`config.mk`:
```
export PLATFORM = sky130hd
export DESIGN_NAME = ycc_rgb_pipe
export DESIGN_NICKNAME = d
export VERILOG_FILES = /design/src/rtl/ycc_pkg.sv /design/src/rtl/ycc_booth_mul.sv /design/src/rtl/ycc_matrix.sv /design/src/rtl/ycc_pair_buf.sv /design/src/rtl/ycc_rgb_pipe.sv
export SDC_FILE = /design/constraint.sdc
export NUM_CORES = 1
export LEC_CHECK = 0
export CAP_MARGIN = 20
export CORE_UTILIZATION = 30
export DETAILED_ROUTE_END_ITERATION = 10
export PLACE_DENSITY = 0.45
export SKIP_LAST_GASP = 1
export SLEW_MARGIN = 20
export SYNTH_ARGS = -nofsm -noshare
export SYNTH_HDL_FRONTEND = slang
export SYNTH_SLANG_ARGS = --single-unit
```
`constraint.sdc`:
```
create_clock -name clk -period 10.25 [get_ports clk]
set_input_delay 2.05 -clock clk [delete_from_list [all_inputs] [get_ports clk]]
set_output_delay 2.05 -clock clk [all_outputs]
set_load 0.02 [all_outputs]
```
`src/rtl/ycc_pkg.sv`:
```
package ycc_pkg;
   localparam int unsigned SAMPLE_W = 8;
   localparam int unsigned FRAC_W   = 6;
   localparam int unsigned WIDE_W   = 12;
   localparam int          K_R_CR   = 90;
   localparam int          K_G_CB   = 22;
   localparam int          K_G_CR   = 46;
   localparam int          K_B_CB   = 113;

   typedef enum int {
      CH_LUMA   = 0,
      CH_CHROMA = 1
   } dma_ch_e;
endpackage

```
`src/rtl/ycc_booth_mul.sv`:
```
module ycc_booth_mul #(
   parameter int unsigned AW = 9,
   parameter int unsigned BW = 8
) (
   input  logic signed [AW-1:0]    a,
   input  logic signed [BW-1:0]    b,
   output logic signed [AW+BW-1:0] p
);
   localparam int unsigned PW = AW + BW;
   localparam int unsigned ND = BW / 2;

   initial begin
      assert (BW % 2 == 0) else $error("multiplier width must be even");
      assert (AW >= 2)     else $error("multiplicand too narrow");
   end

   logic        [BW:0]   bx;
   logic signed [PW-1:0] ax, ax2;
   logic signed [PW-1:0] pp [ND];

   assign bx  = {b, 1'b0};
   assign ax  = PW'(a);
   assign ax2 = ax <<< 1;

   for (genvar i = 0; i < ND; i++) begin : g_digit
      logic signed [PW-1:0] dig;
      always_comb begin
         unique case (bx[2*i+2 -: 3])
            3'b001, 3'b010: dig = ax;
            3'b011:         dig = ax2;
            3'b100:         dig = -ax2;
            3'b101, 3'b110: dig = -ax;
            default:        dig = '0;
         endcase
      end
      assign pp[i] = dig <<< (2*i);
   end

   always_comb begin
      p = '0;
      for (int i = 0; i < ND; i++) p = p + pp[i];
   end
endmodule

```
`src/rtl/ycc_matrix.sv`:
```
module ycc_matrix #(
   parameter int unsigned SW        = 8,
   parameter int unsigned IW        = 12,
   parameter int unsigned FRAC      = 6,
   parameter int          C_RV      = 90,
   parameter int          C_GU      = 22,
   parameter int          C_GV      = 46,
   parameter int          C_BU      = 113,
   parameter bit          USE_BOOTH = 1'b1
) (
   input  logic signed [SW-1:0] y,
   input  logic signed [SW-1:0] cb,
   input  logic signed [SW-1:0] cr,
   input  logic                 inv,
   output logic        [SW-1:0] r,
   output logic        [SW-1:0] g,
   output logic        [SW-1:0] b
);
   localparam int unsigned AW   = SW + 1;
   localparam int unsigned CW   = SW;
   localparam int unsigned PW   = AW + CW;
   localparam int unsigned SUMW = PW + 1;
   localparam logic signed [SUMW-1:0] RND = SUMW'(2**(FRAC-1));
   localparam logic signed [IW-1:0]   TOP = IW'((1 << SW) - 1);

   initial begin
      assert (FRAC >= 1)   else $error("FRAC must be at least 1");
      assert (IW > SW + 1) else $error("intermediate width too small");
      assert (C_RV < 2**(CW-1) && C_GU < 2**(CW-1) && C_GV < 2**(CW-1) && C_BU < 2**(CW-1))
         else $error("coefficient does not fit signed width");
   end

   logic signed [AW-1:0] mc [4];
   logic signed [CW-1:0] mk [4];
   logic signed [PW-1:0] pr [4];

   assign mc[0] = AW'(cr);  assign mk[0] = CW'(C_RV);
   assign mc[1] = AW'(cb);  assign mk[1] = CW'(C_GU);
   assign mc[2] = AW'(cr);  assign mk[2] = CW'(C_GV);
   assign mc[3] = AW'(cb);  assign mk[3] = CW'(C_BU);

   for (genvar i = 0; i < 4; i++) begin : g_mul
      if (USE_BOOTH) begin : g_booth
         ycc_booth_mul #(.AW(AW), .BW(CW)) u_mul (.a(mc[i]), .b(mk[i]), .p(pr[i]));
      end else begin : g_plain
         assign pr[i] = mc[i] * mk[i];
      end
   end

   logic signed [IW-1:0]   yo;
   logic signed [SUMW-1:0] acc_r, acc_g, acc_b, sh_r, sh_g, sh_b;
   logic signed [IW-1:0]   wide [3];

   // offset-binary flip adds 128 to the signed luma
   assign yo = $signed(IW'({~y[SW-1], y[SW-2:0]}));

   always_comb begin
      acc_r   = SUMW'(pr[0]) + RND;
      acc_g   = SUMW'(pr[1]) + SUMW'(pr[2]) + RND;
      acc_b   = SUMW'(pr[3]) + RND;
      sh_r    = acc_r >>> FRAC;
      sh_g    = acc_g >>> FRAC;
      sh_b    = acc_b >>> FRAC;
      wide[0] = yo + IW'(sh_r);
      wide[1] = yo - IW'(sh_g);
      wide[2] = yo + IW'(sh_b);
   end

   logic [SW-1:0] outv [3];

   for (genvar c = 0; c < 3; c++) begin : g_chan
      logic [SW-1:0] sat;
      always_comb begin
         if (wide[c] < 0)        sat = '0;
         else if (wide[c] > TOP) sat = '1;
         else                    sat = wide[c][SW-1:0];
      end
      assign outv[c] = inv ? ~sat : sat;
   end

   assign r = outv[0];
   assign g = outv[1];
   assign b = outv[2];
endmodule

```
`src/rtl/ycc_pair_buf.sv`:
```
module ycc_pair_buf
   import ycc_pkg::*;
#(
   parameter int unsigned SW = SAMPLE_W
) (
   input  logic                 clk,
   input  logic                 rst_n,
   output logic [1:0]           dma_req,
   input  logic [1:0]           dma_ack,
   input  logic [2*SW-1:0]      dma_data,
   input  logic                 pull,
   output logic                 avail,
   output logic signed [SW-1:0] y,
   output logic signed [SW-1:0] cb,
   output logic signed [SW-1:0] cr
);
   localparam int unsigned WW = 2 * SW;

   typedef struct packed {
      logic [WW-1:0] luma;
      logic [WW-1:0] chroma;
   } slot_t;

   slot_t      slot [2];
   slot_t      cur;
   logic [1:0] full;
   logic       wr_sel, rd_sel, phase, got_l, got_c;
   logic       fill_free, take_l, take_c, done, pop;

   assign fill_free          = ~full[wr_sel];
   assign dma_req[CH_LUMA]   = rst_n & fill_free & ~got_l;
   assign dma_req[CH_CHROMA] = rst_n & fill_free & ~got_c;
   assign take_l             = dma_ack[CH_LUMA] & dma_req[CH_LUMA];
   assign take_c             = dma_ack[CH_CHROMA] & dma_req[CH_CHROMA];
   assign done               = fill_free & (got_l | take_l) & (got_c | take_c);
   assign avail              = full[rd_sel];
   assign pop                = pull & avail & phase;

   always_ff @(posedge clk or negedge rst_n) begin
      if (!rst_n) begin
         slot[0] <= '0;
         slot[1] <= '0;
         full    <= '0;
         wr_sel  <= 1'b0;
         rd_sel  <= 1'b0;
         phase   <= 1'b0;
         got_l   <= 1'b0;
         got_c   <= 1'b0;
      end else begin
         if (take_l) slot[wr_sel].luma   <= dma_data;
         if (take_c) slot[wr_sel].chroma <= dma_data;
         got_l <= done ? 1'b0 : (got_l | take_l);
         got_c <= done ? 1'b0 : (got_c | take_c);
         if (done) wr_sel <= ~wr_sel;
         for (int k = 0; k < 2; k++) begin
            if (done && wr_sel == 1'(k))     full[k] <= 1'b1;
            else if (pop && rd_sel == 1'(k)) full[k] <= 1'b0;
         end
         if (pull && avail) phase <= ~phase;
         if (pop) rd_sel <= ~rd_sel;
      end
   end

   assign cur = slot[rd_sel];
   assign y   = $signed(phase ? cur.luma[WW-1:SW] : cur.luma[SW-1:0]);
   assign cb  = $signed(cur.chroma[SW-1:0]);
   assign cr  = $signed(cur.chroma[WW-1:SW]);

   assert_req_idle_when_full_R2: assert property (@(posedge clk) disable iff (!rst_n)
      (&full) |-> (dma_req == 2'b00));

   assert_single_ack_R3: assert property (@(posedge clk) disable iff (!rst_n)
      $onehot0(dma_ack));

   assert_pair_kept_after_first_R4: assert property (@(posedge clk) disable iff (!rst_n)
      (pull && avail && !phase) |=> avail);
endmodule

```
`src/rtl/ycc_rgb_pipe.sv`:
```
module ycc_rgb_pipe
   import ycc_pkg::*;
#(
   parameter int unsigned SW        = SAMPLE_W,
   parameter int unsigned IW        = WIDE_W,
   parameter int unsigned FRAC      = FRAC_W,
   parameter int          C_RV      = K_R_CR,
   parameter int          C_GU      = K_G_CB,
   parameter int          C_GV      = K_G_CR,
   parameter int          C_BU      = K_B_CB,
   parameter bit          USE_BOOTH = 1'b1
) (
   input  logic            clk,
   input  logic            rst_n,
   output logic [1:0]      dma_req,
   input  logic [1:0]      dma_ack,
   input  logic [2*SW-1:0] dma_data,
   input  logic            pix_valid,
   input  logic            line_odd,
   output logic [SW-1:0]   red,
   output logic [SW-1:0]   green,
   output logic [SW-1:0]   blue,
   output logic            out_valid,
   output logic            underflow
);
   logic                 avail;
   logic signed [SW-1:0] y, cb, cr;
   logic        [SW-1:0] cv_r, cv_g, cv_b;

   ycc_pair_buf #(.SW(SW)) u_buf (
      .clk      (clk),
      .rst_n    (rst_n),
      .dma_req  (dma_req),
      .dma_ack  (dma_ack),
      .dma_data (dma_data),
      .pull     (pix_valid),
      .avail    (avail),
      .y        (y),
      .cb       (cb),
      .cr       (cr)
   );

   ycc_matrix #(
      .SW(SW), .IW(IW), .FRAC(FRAC),
      .C_RV(C_RV), .C_GU(C_GU), .C_GV(C_GV), .C_BU(C_BU),
      .USE_BOOTH(USE_BOOTH)
   ) u_mat (
      .y   (y),
      .cb  (cb),
      .cr  (cr),
      .inv (line_odd),
      .r   (cv_r),
      .g   (cv_g),
      .b   (cv_b)
   );

   always_ff @(posedge clk or negedge rst_n) begin
      if (!rst_n) begin
         red       <= '0;
         green     <= '0;
         blue      <= '0;
         out_valid <= 1'b0;
         underflow <= 1'b0;
      end else begin
         out_valid <= pix_valid & avail;
         underflow <= pix_valid & ~avail;
         if (pix_valid && avail) begin
            red   <= cv_r;
            green <= cv_g;
            blue  <= cv_b;
         end
      end
   end

   assert_hold_on_starve_R8: assert property (@(posedge clk) disable iff (!rst_n)
      (pix_valid && !avail) |=> (underflow && !out_valid &&
                                 $stable(red) && $stable(green) && $stable(blue)));

   assert_idle_hold_R9: assert property (@(posedge clk) disable iff (!rst_n)
      !pix_valid |=> (!out_valid && !underflow &&
                      $stable(red) && $stable(green) && $stable(blue)));

   assert_valid_follows_demand_R4: assert property (@(posedge clk) disable iff (!rst_n)
      out_valid |-> $past(pix_valid));
endmodule

```
## Word level (Yosys, flattened, before mapping)

Index checks and enable logic that the tools add are counted.

- Register bits after elaboration: 97
- Input bits: 22
- Output and inout bits: 28

- $add $sub $neg: 20
- $lt $le $gt $ge: 11
- Mux-type cells: 31
- Bitwise gates (word level): 25
- Reductions and logical operators: 8

Operators with widths:

| operator | number |
|---|---|
| $bwmux 64 | 2 |
| $mux 32 | 4 |
| $mux 64 | 2 |
| $mux 8 | 10 |
| $demux 32 s1 | 2 |
| $add 17x7->18 const B | 2 |
| $gt 12x9->1 const B | 3 |
| $lt 12x1->1 const B | 3 |
| $add 17x14->17 | 2 |
| $add 17x17->17 | 2 |
| $neg 9->17 | 2 |
| $add 9x12->12 | 2 |
| $not 8->8 | 3 |
| $add 17x17->18 | 1 |
| $add 18x7->18 const B | 1 |
| $add 17x11->17 | 1 |
| $add 17x12->17 | 1 |
| $add 17x13->17 | 1 |
| $add 17x15->17 | 1 |
| $add 8x17->17 | 1 |
| $mux 16 | 1 |
| $neg 8->15 | 1 |
| $neg 8->13 | 1 |
| $sub 9x12->12 | 1 |
| other kinds (10) | 45 |

## Depth between registers and ports, before layout

- Depth in word-level cells: 15
- Mapped depth: 37
- Mapped depth without buffers: 33

## Modules after synthesis

A second synthesis with hierarchy kept.

- Cell total of the unflattened synthesis: 2536
- Area total of the unflattened synthesis: 19591.3 sq um

Modules (own cells, without submodules):

| module | instances | cells each | area an instance (sq um) |
|---|---|---|---|
| ycc_booth_mul at u_mat.g_mul[0].g_booth.u_mul | 1 | 478 | 3185.6 |
| ycc_booth_mul at u_mat.g_mul[2].g_booth.u_mul | 1 | 475 | 3181.8 |
| ycc_pair_buf | 1 | 206 | 3175.5 |
| ycc_booth_mul at u_mat.g_mul[3].g_booth.u_mul | 1 | 471 | 3121.7 |
| ycc_booth_mul at u_mat.g_mul[1].g_booth.u_mul | 1 | 469 | 3060.4 |
| ycc_matrix | 1 | 382 | 2834.0 |
| ycc_rgb_pipe | 1 | 55 | 1032.2 |

## Worst setup path after synthesis

No wires, ideal clock.

- Path type: flip-flop to flip-flop
- Start point: register u_buf.rd_sel
- End point: register green[0]
- Library setup time: 0.122 ns
- Arrival time: 7.665 ns
- Required time: 10.128 ns
- Setup slack: 2.464 ns
- Stages on the path, launching flop included: 34
- Path buffers: 3
- Path through: dfrtp_1 buf_6 buf_6 buf_1 mux2i_1 ha_1 and3_1 xnor2_1 fa_1 inv_1 fa_1 fa_1 inv_1 ha_1 ha_1 nor3_1 a211oi_1 and2_1 o21a_1 o21ai_0 nand2b_1 a21oi_1 nor2b_1 a21oi_1 xor2_1 ha_1 or3_1 o21ai_0 nand3_1 a311oi_1 o22ai_1 a21boi_0 mux2i_1 nand2_1

- Word-level cells in the longest chain between the ends: 15
- Elaborated cells on any way between the ends: 25

Ends and longest elaborated chain:

| what | RTL line | source |
|---|---|---|
| start, declared | ycc_pair_buf.sv:27 | `logic wr_sel, rd_sel, phase, got_l, got_c;` |
| start signal, assigned | ycc_pair_buf.sv:60 | `if (pop) rd_sel <= ~rd_sel;` |
| $not 1->2 (implied by the code) | ycc_pair_buf.sv:64 | `assign cur = slot[rd_sel];` |
| $mux 32 (implied by the code) (3 in a row) | ycc_pair_buf.sv:64 |  |
| $neg 9->17 or $neg 8->15 (tied branches) | -- |  |
| $add 17x11->17 or $add 17x17->17 (tied branches) | ycc_booth_mul.sv:41 | `for (int i = 0; i < ND; i++) p = p + pp[i];` |
| $add 17x12->17 or $add 17x14->17 (tied branches) | ycc_booth_mul.sv:41 |  |
| $add 17x17->18 | ycc_matrix.sv:59 | `acc_g = SUMW'(pr[1]) + SUMW'(pr[2]) + RND;` |
| $add 18x7->18 | ycc_matrix.sv:59 |  |
| $sub 9x12->12 | ycc_matrix.sv:65 | `wide[1] = yo - IW'(sh_g);` |
| $gt 12x9->1 | ycc_matrix.sv:75 | `else if (wide[c] > TOP) sat = '1;` |
| $mux 8 | ycc_matrix.sv:75 |  |
| $mux 8 | ycc_matrix.sv:74 | `if (wide[c] < 0) sat = '0;` |
| $not 8->8 | ycc_matrix.sv:78 | `assign outv[c] = inv ? ~sat : sat;` |
| $mux 8 | ycc_matrix.sv:78 |  |
| end signal, assigned | ycc_rgb_pipe.sv:69 | `green <= cv_g;` |
| end, declared | ycc_rgb_pipe.sv:21 | `output logic [SW-1:0] green,` |

Parallel ways exist; a longest one is shown, timed or not. The select of a mux whose other input is x is not followed.
A chain may end at the register's enable or synchronous reset.

## Worst setup path in the final report

Ends and elaborated chain as after synthesis.

==> summary.md <==
| Metric | Value |
|---|---|
| Ys async rst share | 100% |
| Status | finished, final reports clean |
| Reg2reg setup slack | 2.01 ns |
| Tcrit/Tclk final | 80.4% |
| Yosys cell types | 99 |
| Crit start category | register |
| Placed Cells | 1594 |
| Core ar. | 34700 µm² |
| Gates resized, CTS repair | 0 |
| EDFF count, synth | 0 |
| Final Wtd Congestion | approximately 0.8 |
| Vias | approximately 8000 |
| Setup TNS | 0 ns |
| Clock buffer count from CTS | 9 |
| Final Hold Fails | 0 |
| CTS tree | built |
| Share of cells above drive strength 1 | between 10% and 20% |
| Tmin final | ~8.2 ns |
| Root buffer cell | clkbuf_16 |
| Full die area | 36200 µm² |
| Finished Layout Cells | 1610 |
| Fmax | 121 MHz |
| GRT Total Usage | between 10% and 20% |
| Hold WS | 0.488 ns |
| # fillers | 3604 |
| RSZ-0062 raised after global routing | no |
| Max-cap violations | 0 |
| Final WL | 26100 µm |
| Post-DRT Antenna Nets | 0 |
| Critical path's most frequent cell | ha_1 |
| Crit. End Element | register |
| Die Span Y | 190 µm |
| Worst EP required | 10.51 ns |
| Flop and latch count out of synthesis | 97 |
| H-tree depth | 3 |
| Final Skew | 0.0117 ns |
| DR WL/cell | 16.2 µm |
| Vias in the first global route | about 8100 |
| Post-DP HPWL | 21300 µm |
| DRT Pass-1 Iters | 4 |
| CTS max path bufs | 2 |
| Layout Utilization | between 30% and 40% |
| Worst Setup Path Type | reg -> reg |
| Mapped Nets | 1301 |
| DRT iter0 DRCs | between 200 and 300 |
| Area Overhead vs Synth | 11.9% |
| CP Max Fanout | 10 |
| # diodes | 0 |
| Critical Path AT | about 8.5 ns |
| Slew Limit Fails | 0 |
| Post-synthesis sequential area ratio | 22.8% |
| First-pass GRT wire length | approximately 44000 µm |
| Hold WC Path Type | reg -> reg |
| Drt drc | 0 |
| Largest stage delay on the critical path | 0.74 ns |
| Post-synthesis cell count | 1114 |
| Clk Latency, worst-skew pair | roughly 0.37 ns |
| Final setup viols | 0 |
| GR Overflow Total | 0 |
| Hold-fix buffer count after cts | 0 |
| Starting Density | 30.7% |
| CP max stage cell | xnor2_1 |
| Final-stage net count | roughly 1300 |
| Rows | slightly below 70 |
| Post-CTS Repair Setup Buffers | 0 |
| IO Count | 50 |
| Worst relative slew slack | 39.4% |
| Largest net degree at the start of global routing | 65 |
| Port bufs | 49 |
| Slew @ Worst Pin | around 0.88 ns |
| Post-Synthesis Cell Area | 10600 µm² |
| Vias per cell | ~4.9 |
| Die width | 190 µm |
| Number of clock sinks | 97 |
| Most used DFF post-synth | dfrtp_1 |
| Yosys warns | 0 |
| Mapped Avg Cell Area | 9.56 µm² |
| Antenna violations before repair | 0 |
| Worst-path clk slew | 0.08 ns |
## path summary, 6_finish.rpt
| path | to | from | cells past startpoint |
|---|---|---|---|
| max in group asynchronous | u_buf.rd_sel$_DFFE_PN0P_ | rst_n | 2 |
| min | green[3]$_DFFE_PN0P_ | green[3]$_DFFE_PN0P_ | 2 |
| max reg2reg | green[0]$_DFFE_PN0P_ | u_buf.rd_sel$_DFFE_PN0P_ | 29 |
| min reg2reg | green[3]$_DFFE_PN0P_ | green[3]$_DFFE_PN0P_ | 2 |
| max | green[0]$_DFFE_PN0P_ | u_buf.rd_sel$_DFFE_PN0P_ | 29 |
| min in group asynchronous | u_buf.got_c$_DFF_PN0_ | rst_n | 1 |
## routing by layer
layer  vias up  global-route usage [%]  part of all wire, %
met5         -                       0                    0
met4         0                    3.35                  1.6
met3        23                    2.25                  2.6
li1       4015                       -                    -
met2        93                    23.8                   44
met1      3820                    22.2                   52
## critical path, delay by kind of cell, from the launching register on
family	cells	cell delay, ns
fa+ha+maj	7	2.25
flops	1	0.54
xor+xnor	4	1.22
buf+inv	1	0.05
compound gates	8	2.16
simple gates	7	1.06
mux	2	0.88
## cell usage in the layout, fill, tap and decap left out, types with 4 or more instances in the layout
| cell | synthesis | routed |
|---|---|---|
| a21boi_0 | 6 | 6 |
| a21o_1 | 15 | 15 |
| a21oi_1 | 59 | 59 |
| a221oi_2 | 9 | 9 |
| a311oi_1 | 5 | 5 |
| a31oi_1 | 5 | 5 |
| and2_1 | 14 | 14 |
| and3_1 | 11 | 11 |
| and4_1 | 4 | 4 |
| buf_4 | 1 | 8 |
| clkbuf_16 | 0 | 9 |
| clkdlybuf4s50_1 | 0 | 48 |
| dfrtp_1 | 97 | 96 |
| fa_1 | 42 | 42 |
| ha_1 | 123 | 123 |
| inv_1 | 122 | 122 |
| mux2_2 | 66 | 66 |
| mux2i_1 | 25 | 25 |
| mux4_2 | 8 | 8 |
| nand2_1 | 63 | 63 |
| nand2b_1 | 13 | 13 |
| nand3_1 | 29 | 29 |
| nand4_1 | 10 | 10 |
| nand4b_1 | 4 | 4 |
| nor2_1 | 62 | 62 |
| nor2b_1 | 15 | 15 |
| nor3_1 | 25 | 25 |
| o211ai_1 | 13 | 13 |
| o21a_1 | 11 | 11 |
| o21ai_0 | 29 | 29 |
| o21ai_1 | 4 | 4 |
| o22ai_1 | 4 | 4 |
| or2_2 | 8 | 8 |
| or3_1 | 6 | 6 |
| xnor2_1 | 57 | 57 |
| xor2_1 | 30 | 30 |
## cells in the mapped netlist, drive strengths merged (3+ instances only)
cell       n  share of area, %
a21o      15               1.1
a31oi      6              0.41
mux4       8               1.7
nor2b     15              0.88
and4       5              0.43
o2111ai    6              0.78
a311oi     7              0.69
nand4     10              0.59
a211o      3              0.25
o21a      11              0.78
mux2      66               7.0
and2      16              0.94
mux2i     28               2.8
a211oi     6              0.63
dfrtp     97                23
nand4b     4              0.33
o21ai     34               1.6
ha       123                14
buf       13              0.75
fa        42               7.9
a21oi     59               2.8
a31o       3              0.25
a21boi     7              0.53
or3        7              0.42
nand2     64               2.3
nor4       4              0.43
nand3     32               1.6
xor2      32               2.8
o31ai      4              0.33
clkbuf    18              0.63
inv      122               4.3
nor4b      5              0.61
nor3      25               1.2
or2       10              0.61
xnor2     58               4.8
and3      12              0.75
o211ai    13              0.92
a221oi    12               1.5
nand2b    14              0.89
nor2      62               2.2
nor3b      3              0.21
o22ai      5              0.35
## kinds of logic after synthesis
family | count (synthesis) | share of synthesized area [%]
buffers and inverters | 153 | 5.69
DFF | 97 | 22.8
AOI/OAI and AO/OA | 211 | 14.8
muxes | 102 | 11.5
adders and majority gates | 165 | 22.4
xor gates and xnor gates | 91 | 7.83
and+or+nand+nor | 295 | 15.0
## sequential cells by signal, summed over array words and instances (netlist names)
| name | count |
|---|---|
| blue | 8 |
| green | 8 |
| out_valid | 1 |
| red | 8 |
| u_buf.full | 2 |
| u_buf.got_c | 1 |
| u_buf.got_l | 1 |
| u_buf.phase | 1 |
| u_buf.rd_sel | 1 |
| u_buf.slot | 64 |
| u_buf.wr_sel | 1 |
| underflow | 1 |
## stage by stage
step | setup slack [ns] | area, µm²
2_1_floorplan | 2.46 | 10600
3_3_place_gp | 1.98 | 11600
5_1_grt | 1.14 | 11900
4_1_cts | 2.00 | 11900
3_5_place_dp | 2.01 | 11600
6_report | 2.01 | 11900
## final cells by class
type	count	area [µm²]	share of cell area (%)
clock inverter	6	58.8	0.494
multi-input combinational	864	7620	64.0
tap	455	569	4.78
inverter	122	458	3.84
clock buffer	10	239	2.01
sequential	97	2430	20.4
timing repair buffer	56	541	4.54
Power is not shown: default switching activity piles up to over one toggle a cycle in this logic, so the estimate is an artifact.
